`config.mk`:
```
export PLATFORM = sky130hd
export DESIGN_NAME = ooo_issue_queue
export DESIGN_NICKNAME = d
export VERILOG_FILES = /design/src/rtl/iq_pkg.sv /design/src/rtl/iq_free_pick.sv /design/src/rtl/iq_age_select.sv /design/src/rtl/iq_entry.sv /design/src/rtl/ooo_issue_queue.sv
export SDC_FILE = /design/constraint.sdc
export NUM_CORES = 1
export LEC_CHECK = 0
export BUFFER_PORTS_ARGS = -buffer_cell sky130_fd_sc_hd__buf_2
export CAP_MARGIN = 20
export CELL_PAD_IN_SITES_DETAIL_PLACEMENT = 0
export CELL_PAD_IN_SITES_GLOBAL_PLACEMENT = 2
export CORE_UTILIZATION = 25
export DETAILED_ROUTE_END_ITERATION = 16
export PLACE_DENSITY_LB_ADDON = 0.08
export SETUP_SLACK_MARGIN = 0.15
export SYNTH_ARGS = -nofsm -noshare
export SYNTH_HDL_FRONTEND = slang
export SYNTH_SLANG_ARGS = --single-unit
```
`constraint.sdc`:
```
create_clock -name clk -period 3.2 [get_ports clk]
set_clock_uncertainty 0.15 [all_clocks]
set_input_delay 0.16 -clock clk [delete_from_list [all_inputs] [get_ports clk]]
set_output_delay 0.16 -clock clk [all_outputs]
set_load 0.005 [all_outputs]
```
`src/rtl/iq_pkg.sv`:
```
// Package: default widths shared by the issue queue modules and its bench.
// Assumes: a tag names a physical register; zero is an ordinary tag value.
package iq_pkg;
    localparam int IQ_DEPTH_DEF = 8;
    localparam int IQ_TAG_W_DEF = 6;
    localparam int IQ_FN_W_DEF  = 4;
    localparam int IQ_IMM_W_DEF = 16;
endpackage

```
`src/rtl/iq_free_pick.sv`:
```
// Module: finds the lowest-numbered free slot and returns it one-hot.
// Assumes: occ[i] = 1 means slot i is occupied; any_free is 0 when all are.
module iq_free_pick #(
    parameter int N = 8
) (
    input  logic [N-1:0] occ,
    output logic [N-1:0] pick_oh,
    output logic         any_free
);
    // Purpose: priority scan from slot 0 upward for the first empty slot.
    always_comb begin
        pick_oh  = '0;
        any_free = 1'b0;
        for (int i = 0; i < N; i++) begin
            if (!occ[i] && !any_free) begin
                pick_oh[i] = 1'b1;
                any_free   = 1'b1;
            end
        end
    end
endmodule

```
`src/rtl/iq_age_select.sv`:
```
// Module: age matrix and oldest-first selector over the ready entries.
// Assumes: alloc_oh has at most one bit set; req bits belong to valid slots
// only, so the relative order of valid slots is always complete.
module iq_age_select #(
    parameter int N = 8
) (
    input  logic         clk,
    input  logic         rst_n,
    input  logic [N-1:0] alloc_oh,
    input  logic [N-1:0] req,
    output logic [N-1:0] grant
);
    // older_q[j][i] = 1 means slot j was written before slot i
    logic [N-1:0] older_q [N];

    // Purpose: a newly written slot is younger than every other slot.
    always_ff @(posedge clk) begin
        if (!rst_n) begin
            for (int j = 0; j < N; j++) older_q[j] <= '0;
        end else begin
            for (int j = 0; j < N; j++) begin
                if (alloc_oh[j]) begin
                    older_q[j] <= '0;
                end else begin
                    for (int k = 0; k < N; k++)
                        if (alloc_oh[k]) older_q[j][k] <= 1'b1;
                end
            end
        end
    end

    // Purpose: grant the request that no older request blocks.
    generate
        for (genvar i = 0; i < N; i++) begin : g_sel
            logic [N-1:0] col;
            always_comb begin
                for (int j = 0; j < N; j++) col[j] = older_q[j][i];
            end
            assign grant[i] = req[i] & ~|(req & col);
        end
    endgenerate
endmodule

```
`src/rtl/iq_entry.sv`:
```
// Module: one queue slot with its two wakeup comparators.
// Assumes: wr_en and clr_en never target the slot in the same cycle
// (a slot is written only while free and cleared only while valid).
module iq_entry #(
    parameter int TAG_W = 6,
    parameter int FN_W  = 4,
    parameter int IMM_W = 16
) (
    input  logic             clk,
    input  logic             rst_n,
    input  logic             flush,
    input  logic             wr_en,
    input  logic             clr_en,
    input  logic [TAG_W-1:0] wr_src_a,
    input  logic             wr_rdy_a,
    input  logic [TAG_W-1:0] wr_src_b,
    input  logic             wr_rdy_b,
    input  logic [TAG_W-1:0] wr_dst,
    input  logic [FN_W-1:0]  wr_fn,
    input  logic [IMM_W-1:0] wr_imm,
    input  logic             wake_valid,
    input  logic [TAG_W-1:0] wake_tag,
    output logic             valid_o,
    output logic             ready_o,
    output logic [TAG_W-1:0] src_a_o,
    output logic [TAG_W-1:0] src_b_o,
    output logic [TAG_W-1:0] dst_o,
    output logic [FN_W-1:0]  fn_o,
    output logic [IMM_W-1:0] imm_o
);
    logic valid_q, rdy_a_q, rdy_b_q;
    logic hit_a_held, hit_b_held, hit_a_new, hit_b_new;

    // Purpose: tag comparators for stored and incoming sources.
    always_comb begin
        hit_a_held = wake_valid && (wake_tag == src_a_o);
        hit_b_held = wake_valid && (wake_tag == src_b_o);
        hit_a_new  = wake_valid && (wake_tag == wr_src_a);
        hit_b_new  = wake_valid && (wake_tag == wr_src_b);
    end

    // Purpose: slot state: write, free on issue, flush, and wakeup.
    always_ff @(posedge clk) begin
        if (!rst_n) begin
            valid_q <= 1'b0;
            rdy_a_q <= 1'b0;
            rdy_b_q <= 1'b0;
            src_a_o <= '0;
            src_b_o <= '0;
            dst_o   <= '0;
            fn_o    <= '0;
            imm_o   <= '0;
        end else if (flush) begin
            valid_q <= 1'b0;
        end else if (wr_en) begin
            valid_q <= 1'b1;
            rdy_a_q <= wr_rdy_a | hit_a_new;
            rdy_b_q <= wr_rdy_b | hit_b_new;
            src_a_o <= wr_src_a;
            src_b_o <= wr_src_b;
            dst_o   <= wr_dst;
            fn_o    <= wr_fn;
            imm_o   <= wr_imm;
        end else begin
            if (clr_en) valid_q <= 1'b0;
            if (hit_a_held) rdy_a_q <= 1'b1;
            if (hit_b_held) rdy_b_q <= 1'b1;
        end
    end

    assign valid_o = valid_q;
    assign ready_o = valid_q & rdy_a_q & rdy_b_q;
endmodule

```
`src/rtl/ooo_issue_queue.sv`:
```
// Module: single-issue queue that sends instructions out when operands are ready.
// Assumes: execute accepts one instruction every cycle without stalling; the
// issuing instruction's destination is the only wakeup source.
module ooo_issue_queue #(
    parameter int DEPTH = iq_pkg::IQ_DEPTH_DEF,
    parameter int TAG_W = iq_pkg::IQ_TAG_W_DEF,
    parameter int FN_W  = iq_pkg::IQ_FN_W_DEF,
    parameter int IMM_W = iq_pkg::IQ_IMM_W_DEF
) (
    input  logic             clk,
    input  logic             rst_n,
    input  logic             flush,
    input  logic             alloc_valid,
    input  logic [TAG_W-1:0] alloc_src_a,
    input  logic             alloc_rdy_a,
    input  logic [TAG_W-1:0] alloc_src_b,
    input  logic             alloc_rdy_b,
    input  logic [TAG_W-1:0] alloc_dst,
    input  logic [FN_W-1:0]  alloc_fn,
    input  logic [IMM_W-1:0] alloc_imm,
    output logic             full,
    output logic             issue_valid,
    output logic [TAG_W-1:0] issue_src_a,
    output logic [TAG_W-1:0] issue_src_b,
    output logic [TAG_W-1:0] issue_dst,
    output logic [FN_W-1:0]  issue_fn,
    output logic [IMM_W-1:0] issue_imm,
    output logic             wake_valid,
    output logic [TAG_W-1:0] wake_tag
);
    logic [DEPTH-1:0] occ, ready, grant, free_oh, wr_en, clr_en;
    logic             any_free, alloc_fire;
    logic [TAG_W-1:0] e_src_a [DEPTH];
    logic [TAG_W-1:0] e_src_b [DEPTH];
    logic [TAG_W-1:0] e_dst   [DEPTH];
    logic [FN_W-1:0]  e_fn    [DEPTH];
    logic [IMM_W-1:0] e_imm   [DEPTH];

    iq_free_pick #(.N(DEPTH)) u_pick (
        .occ      (occ),
        .pick_oh  (free_oh),
        .any_free (any_free)
    );

    assign full       = ~any_free;
    assign alloc_fire = alloc_valid & any_free & ~flush;
    assign wr_en      = alloc_fire ? free_oh : '0;
    assign clr_en     = flush ? '0 : grant;

    generate
        for (genvar i = 0; i < DEPTH; i++) begin : g_slot
            iq_entry #(.TAG_W(TAG_W), .FN_W(FN_W), .IMM_W(IMM_W)) u_entry (
                .clk        (clk),
                .rst_n      (rst_n),
                .flush      (flush),
                .wr_en      (wr_en[i]),
                .clr_en     (clr_en[i]),
                .wr_src_a   (alloc_src_a),
                .wr_rdy_a   (alloc_rdy_a),
                .wr_src_b   (alloc_src_b),
                .wr_rdy_b   (alloc_rdy_b),
                .wr_dst     (alloc_dst),
                .wr_fn      (alloc_fn),
                .wr_imm     (alloc_imm),
                .wake_valid (wake_valid),
                .wake_tag   (wake_tag),
                .valid_o    (occ[i]),
                .ready_o    (ready[i]),
                .src_a_o    (e_src_a[i]),
                .src_b_o    (e_src_b[i]),
                .dst_o      (e_dst[i]),
                .fn_o       (e_fn[i]),
                .imm_o      (e_imm[i])
            );
        end
    endgenerate

    iq_age_select #(.N(DEPTH)) u_age (
        .clk      (clk),
        .rst_n    (rst_n),
        .alloc_oh (wr_en),
        .req      (ready),
        .grant    (grant)
    );

    // Purpose: AND-OR mux of the granted slot onto the issue port.
    always_comb begin
        issue_src_a = '0;
        issue_src_b = '0;
        issue_dst   = '0;
        issue_fn    = '0;
        issue_imm   = '0;
        for (int i = 0; i < DEPTH; i++) begin
            if (clr_en[i]) begin
                issue_src_a = issue_src_a | e_src_a[i];
                issue_src_b = issue_src_b | e_src_b[i];
                issue_dst   = issue_dst   | e_dst[i];
                issue_fn    = issue_fn    | e_fn[i];
                issue_imm   = issue_imm   | e_imm[i];
            end
        end
    end

    assign issue_valid = |clr_en;
    assign wake_valid  = issue_valid;
    assign wake_tag    = issue_dst;
endmodule

```
==> impl_metrics.csv <==
group,metric,value,unit
pwr,p_int,8.55,mW
worst_setup_path,cpPeakStageDelay,0.37,ns
worst_setup_path,crit_arrival,2.82,ns
global_routing,grt_start_max_net_pins,122,
timing,relSlewSlack,23.1,%
min_path,hp-class,"in2reg",
die,core-area,0.0688,mm^2
place,pre_cts_ws,-0.263,ns
logic_synthesis,ys.flop_type,"dfxtp_1",
worst_setup_path,slowest_stage,"dfxtp_4",
pwr,power_density,476,mW/mm^2
routing,wl,82500,um
die,num_io_pins,91,
routing,wl_per_cell,25.1,um
outcome,status,"completed",
pwr,leakagePower,8.31,nW
finish,drive_gt1_share,23.5,%
pwr,p_seq_share,44.8,%
timing,finalCritPeriodShare,97.7,%
timing,drv_slew,0,
die,die_width,266,um
pwr,netSwitchingPower,2.60,mW
worst_setup_path,path_class,"reg2out",
global_routing,grt_pass1_wl,118000,um
finish,mostFrequentLayoutCell,"nand2_1",
flow_run,max-cap-violations,0,
worst_setup_path,path_cells,"buf_4, and4b_2, o2111ai_4, buf_4, nor2_4, buf_4, a22oi_1, nand4_1, buf_2",
routing,drtPass1Iterations,7,
logic_synthesis,ys_ff_latch,384,
pwr,netSwitchingFraction,23.3,%
min_path,hold_start,"alloc_valid",
die,start_util,25.3,%
worst_setup_path,reg2regPathDepth,14,
global_routing,antenna_found_initial,1,
worst_setup_path,rrSetupSlack,0.12,ns
timing,fin_crit,3.13,ns
global_routing,grt_overflow_total,0,
logic_synthesis,synth_area_per_cell,8.12,um^2
clocking,htree_levels,2,
finish,area_delta_synth_final,34.3,%
min_path,worstHoldPathCells,5,
finish,final_cell_mix,"nand2_1 (637), a21oi_1 (310), dfxtp_1 (304)",
clocking,numCtsBuffers,48,
logic_synthesis,yosysSeqAreaShare,47.3,%
timing,layout_setup_ws,0.0723,ns
worst_setup_path,cp_common_cell,"buf_4",
clocking,clk_path_buf_depth,3,
finish,final_nets,2362,
routing,drtIter0Drc,1081,
routing,vias,16300,
place,io_buffers,90,
pwr,combPwrFrac,3.9,%
worst_setup_path,worstReg2RegStart,"g_slot[1].u_entry.rdy_b_q$_SDFFE_PN0P_",
place,gp_congestion,0.856,
routing,ant_nets,0,
timing,hold_ws,0.0646,ns
routing,drc,0,
logic_synthesis,synth_area,0.0174,mm^2
timing,setup_viol,0,
worst_setup_path,end_kind,"output pin",
logic_synthesis,post_synth_inst_count,2146,
clocking,clk_pin_slew_worst_paths,0.06,ns
worst_setup_path,start_kind,"register",
pwr,p_clk_share,51.3,%
clocking,root_buffer,"clkbuf_16",
timing,worst_pin_slew,1.15,ns
pwr,ir_drop,346,uV
logic_synthesis,async_flop_share,0,%
worst_setup_path,reg2reg_to,"g_slot[0].u_entry.rdy_a_q$_SDFFE_PN0P_",
die,num_rows,96,
die,die-area,0.0708,mm^2
timing,fmax,0.320,GHz
min_path,min_to,"u_age.older_q[0][5]$_SDFFCE_PN0P_",
logic_synthesis,synth.distinct_cells,57,
clocking,clk_latency,0.59,ns
timing,rsz0062_at_grt,"yes",
routing,viasPerCell,4.96,
logic_synthesis,synth_edf_count,56,
place,dpl.hpwl,48100,um
die,die_height,266,um
worst_setup_path,cp_data_required_time,2.89,ns
logic_synthesis,syn-num-nets,2190,
worst_setup_path,cp_max_fo,12,
global_routing,grt_pass1_vias,16100,
logic_synthesis,ys_warn_count,0,
clocking,cts_tree,"yes",
timing,hold_viol,0,
clocking,clock_sinks,384,
global_routing,groute.usage.overall,22.9,%
==> routing by layer <==
layer  track usage (%)  part of all wire (%)  up-vias
met4              6.76                   2.5        0
met3              3.26                   4.4      119
met5                 0                     0        -
met1              30.8                    46     8110
met2              38.1                    47      425
li1                  -                     -     7670
==> synthesized netlist by cell type (7+ instances only) <==
master | number | area, um^2
dfxtp_1 | 328 | 6570
xor2_1 | 52 | 455
nand4_1 | 70 | 438
buf_4 | 16 | 120
nor2_1 | 77 | 289
a211oi_2 | 7 | 87.6
inv_1 | 11 | 41.3
nor3_1 | 12 | 60.1
nor4_1 | 13 | 81.3
a21oi_1 | 310 | 1550
o21ai_0 | 8 | 40.0
o211a_1 | 7 | 70.1
a211oi_1 | 10 | 75.1
clkbuf_2 | 26 | 130
xnor2_1 | 52 | 455
buf_6 | 17 | 191
nand2_1 | 638 | 2390
nand3_1 | 41 | 205
edfxtp_1 | 56 | 1680
a22oi_1 | 155 | 1160
a22o_1 | 8 | 70.1
clkbuf_1 | 158 | 593
==> kinds of logic (layout without fill, tap and decap cells) <==
group           count (synthesis)  after routing  share of synthesized area, %
simple gates                  896            896                          22.2
flops                         384            384                          47.3
other cells                     0              1                             0
buf+inv                       242            454                          6.52
compound gates                516            516                          18.3
xor+xnor                      108            108                          5.60
==> repair_timing <==
item | 4_1_cts | 5_1_grt
hold endpoints to repair | 320 | 0
setup buffers | 57 | 14
hold buffers | 42 | 0
gates resized for setup | 155 | 105
gates cloned | 6 | 3
pin swaps | 41 | 58
setup endpoints to repair | 62 | 57
==> flip-flops by register name (all words and copies together) (netlist names) <==
name / cells
g_slot.u_entry.imm_o: 128
u_age.older_q: 56
g_slot.u_entry.dst_o: 48
g_slot.u_entry.src_a_o: 48
g_slot.u_entry.src_b_o: 48
g_slot.u_entry.fn_o: 32
g_slot.u_entry.rdy_a_q: 8
g_slot.u_entry.rdy_b_q: 8
g_slot.u_entry.valid_o: 8
==> metrics by stage <==
stage	std cells	utilization, %	cell area, um^2	setup TNS, ns	power, mW
4_1_cts	3272	33.0	22700	0	11.3
2_1_floorplan	2146	-	17400	0	5.32
3_3_place_gp	3076	28.2	19400	-1.40	5.48
3_5_place_dp	3077	28.2	19400	-1.67	5.48
5_1_grt	3290	34.0	23400	-0.0451	11.5
6_report	3290	34.0	23400	0	11.2
==> power groups by stage <==
stage / sequential, mW / clock [mW] / combinational, mW
floorplan: 5.08 / 0 / 0.236
global placement: 5.10 / 0 / 0.381
detailed placement: 5.10 / 0 / 0.383
CTS: 4.99 / 5.88 / 0.431
global route: 5.00 / 6.08 / 0.469
finish: 5.00 / 5.72 / 0.434
==> worst max path at each step <==
stage,from,end,slack (ns),depth (start not counted)
after floorplan,g_slot[5].u_entry.valid_o$_SDFFE_PP0P_,g_slot[0].u_entry.rdy_b_q$_SDFFE_PN0P_,0.55,12
after global placement,g_slot[7].u_entry.rdy_a_q$_SDFFE_PN0P_,g_slot[3].u_entry.rdy_b_q$_SDFFE_PN0P_,-0.23,11
after detailed placement,g_slot[1].u_entry.rdy_a_q$_SDFFE_PN0P_,g_slot[3].u_entry.rdy_b_q$_SDFFE_PN0P_,-0.26,11
after CTS,g_slot[1].u_entry.rdy_b_q$_SDFFE_PN0P_,issue_dst[1],0.11,11
after global routing,g_slot[7].u_entry.rdy_b_q$_SDFFE_PN0P_,g_slot[5].u_entry.rdy_b_q$_SDFFE_PN0P_,-0.02,16
final,g_slot[5].u_entry.rdy_b_q$_SDFFE_PN0P_,issue_src_b[0],0.07,9
==> area by class of cell <==
type	instances	area, um^2
fillers	7148	45400
multi-input cells	1520	8740
flip-flops and latches	384	8300
repair buffers	351	3480
clock buffers	79	1480
well taps	931	1160
clock inverters	11	166
inverters	13	71.3
diodes	1	2.50
==> worst max-delay path, delay by kind of cell (launching register included) <==
kind	cells	cell delay, ns
buf+inv	4	0.81
simple gates	3	0.75
flops	1	0.37
compound gates	2	0.28
No activity file was read; power rests on OpenSTA's default activity.
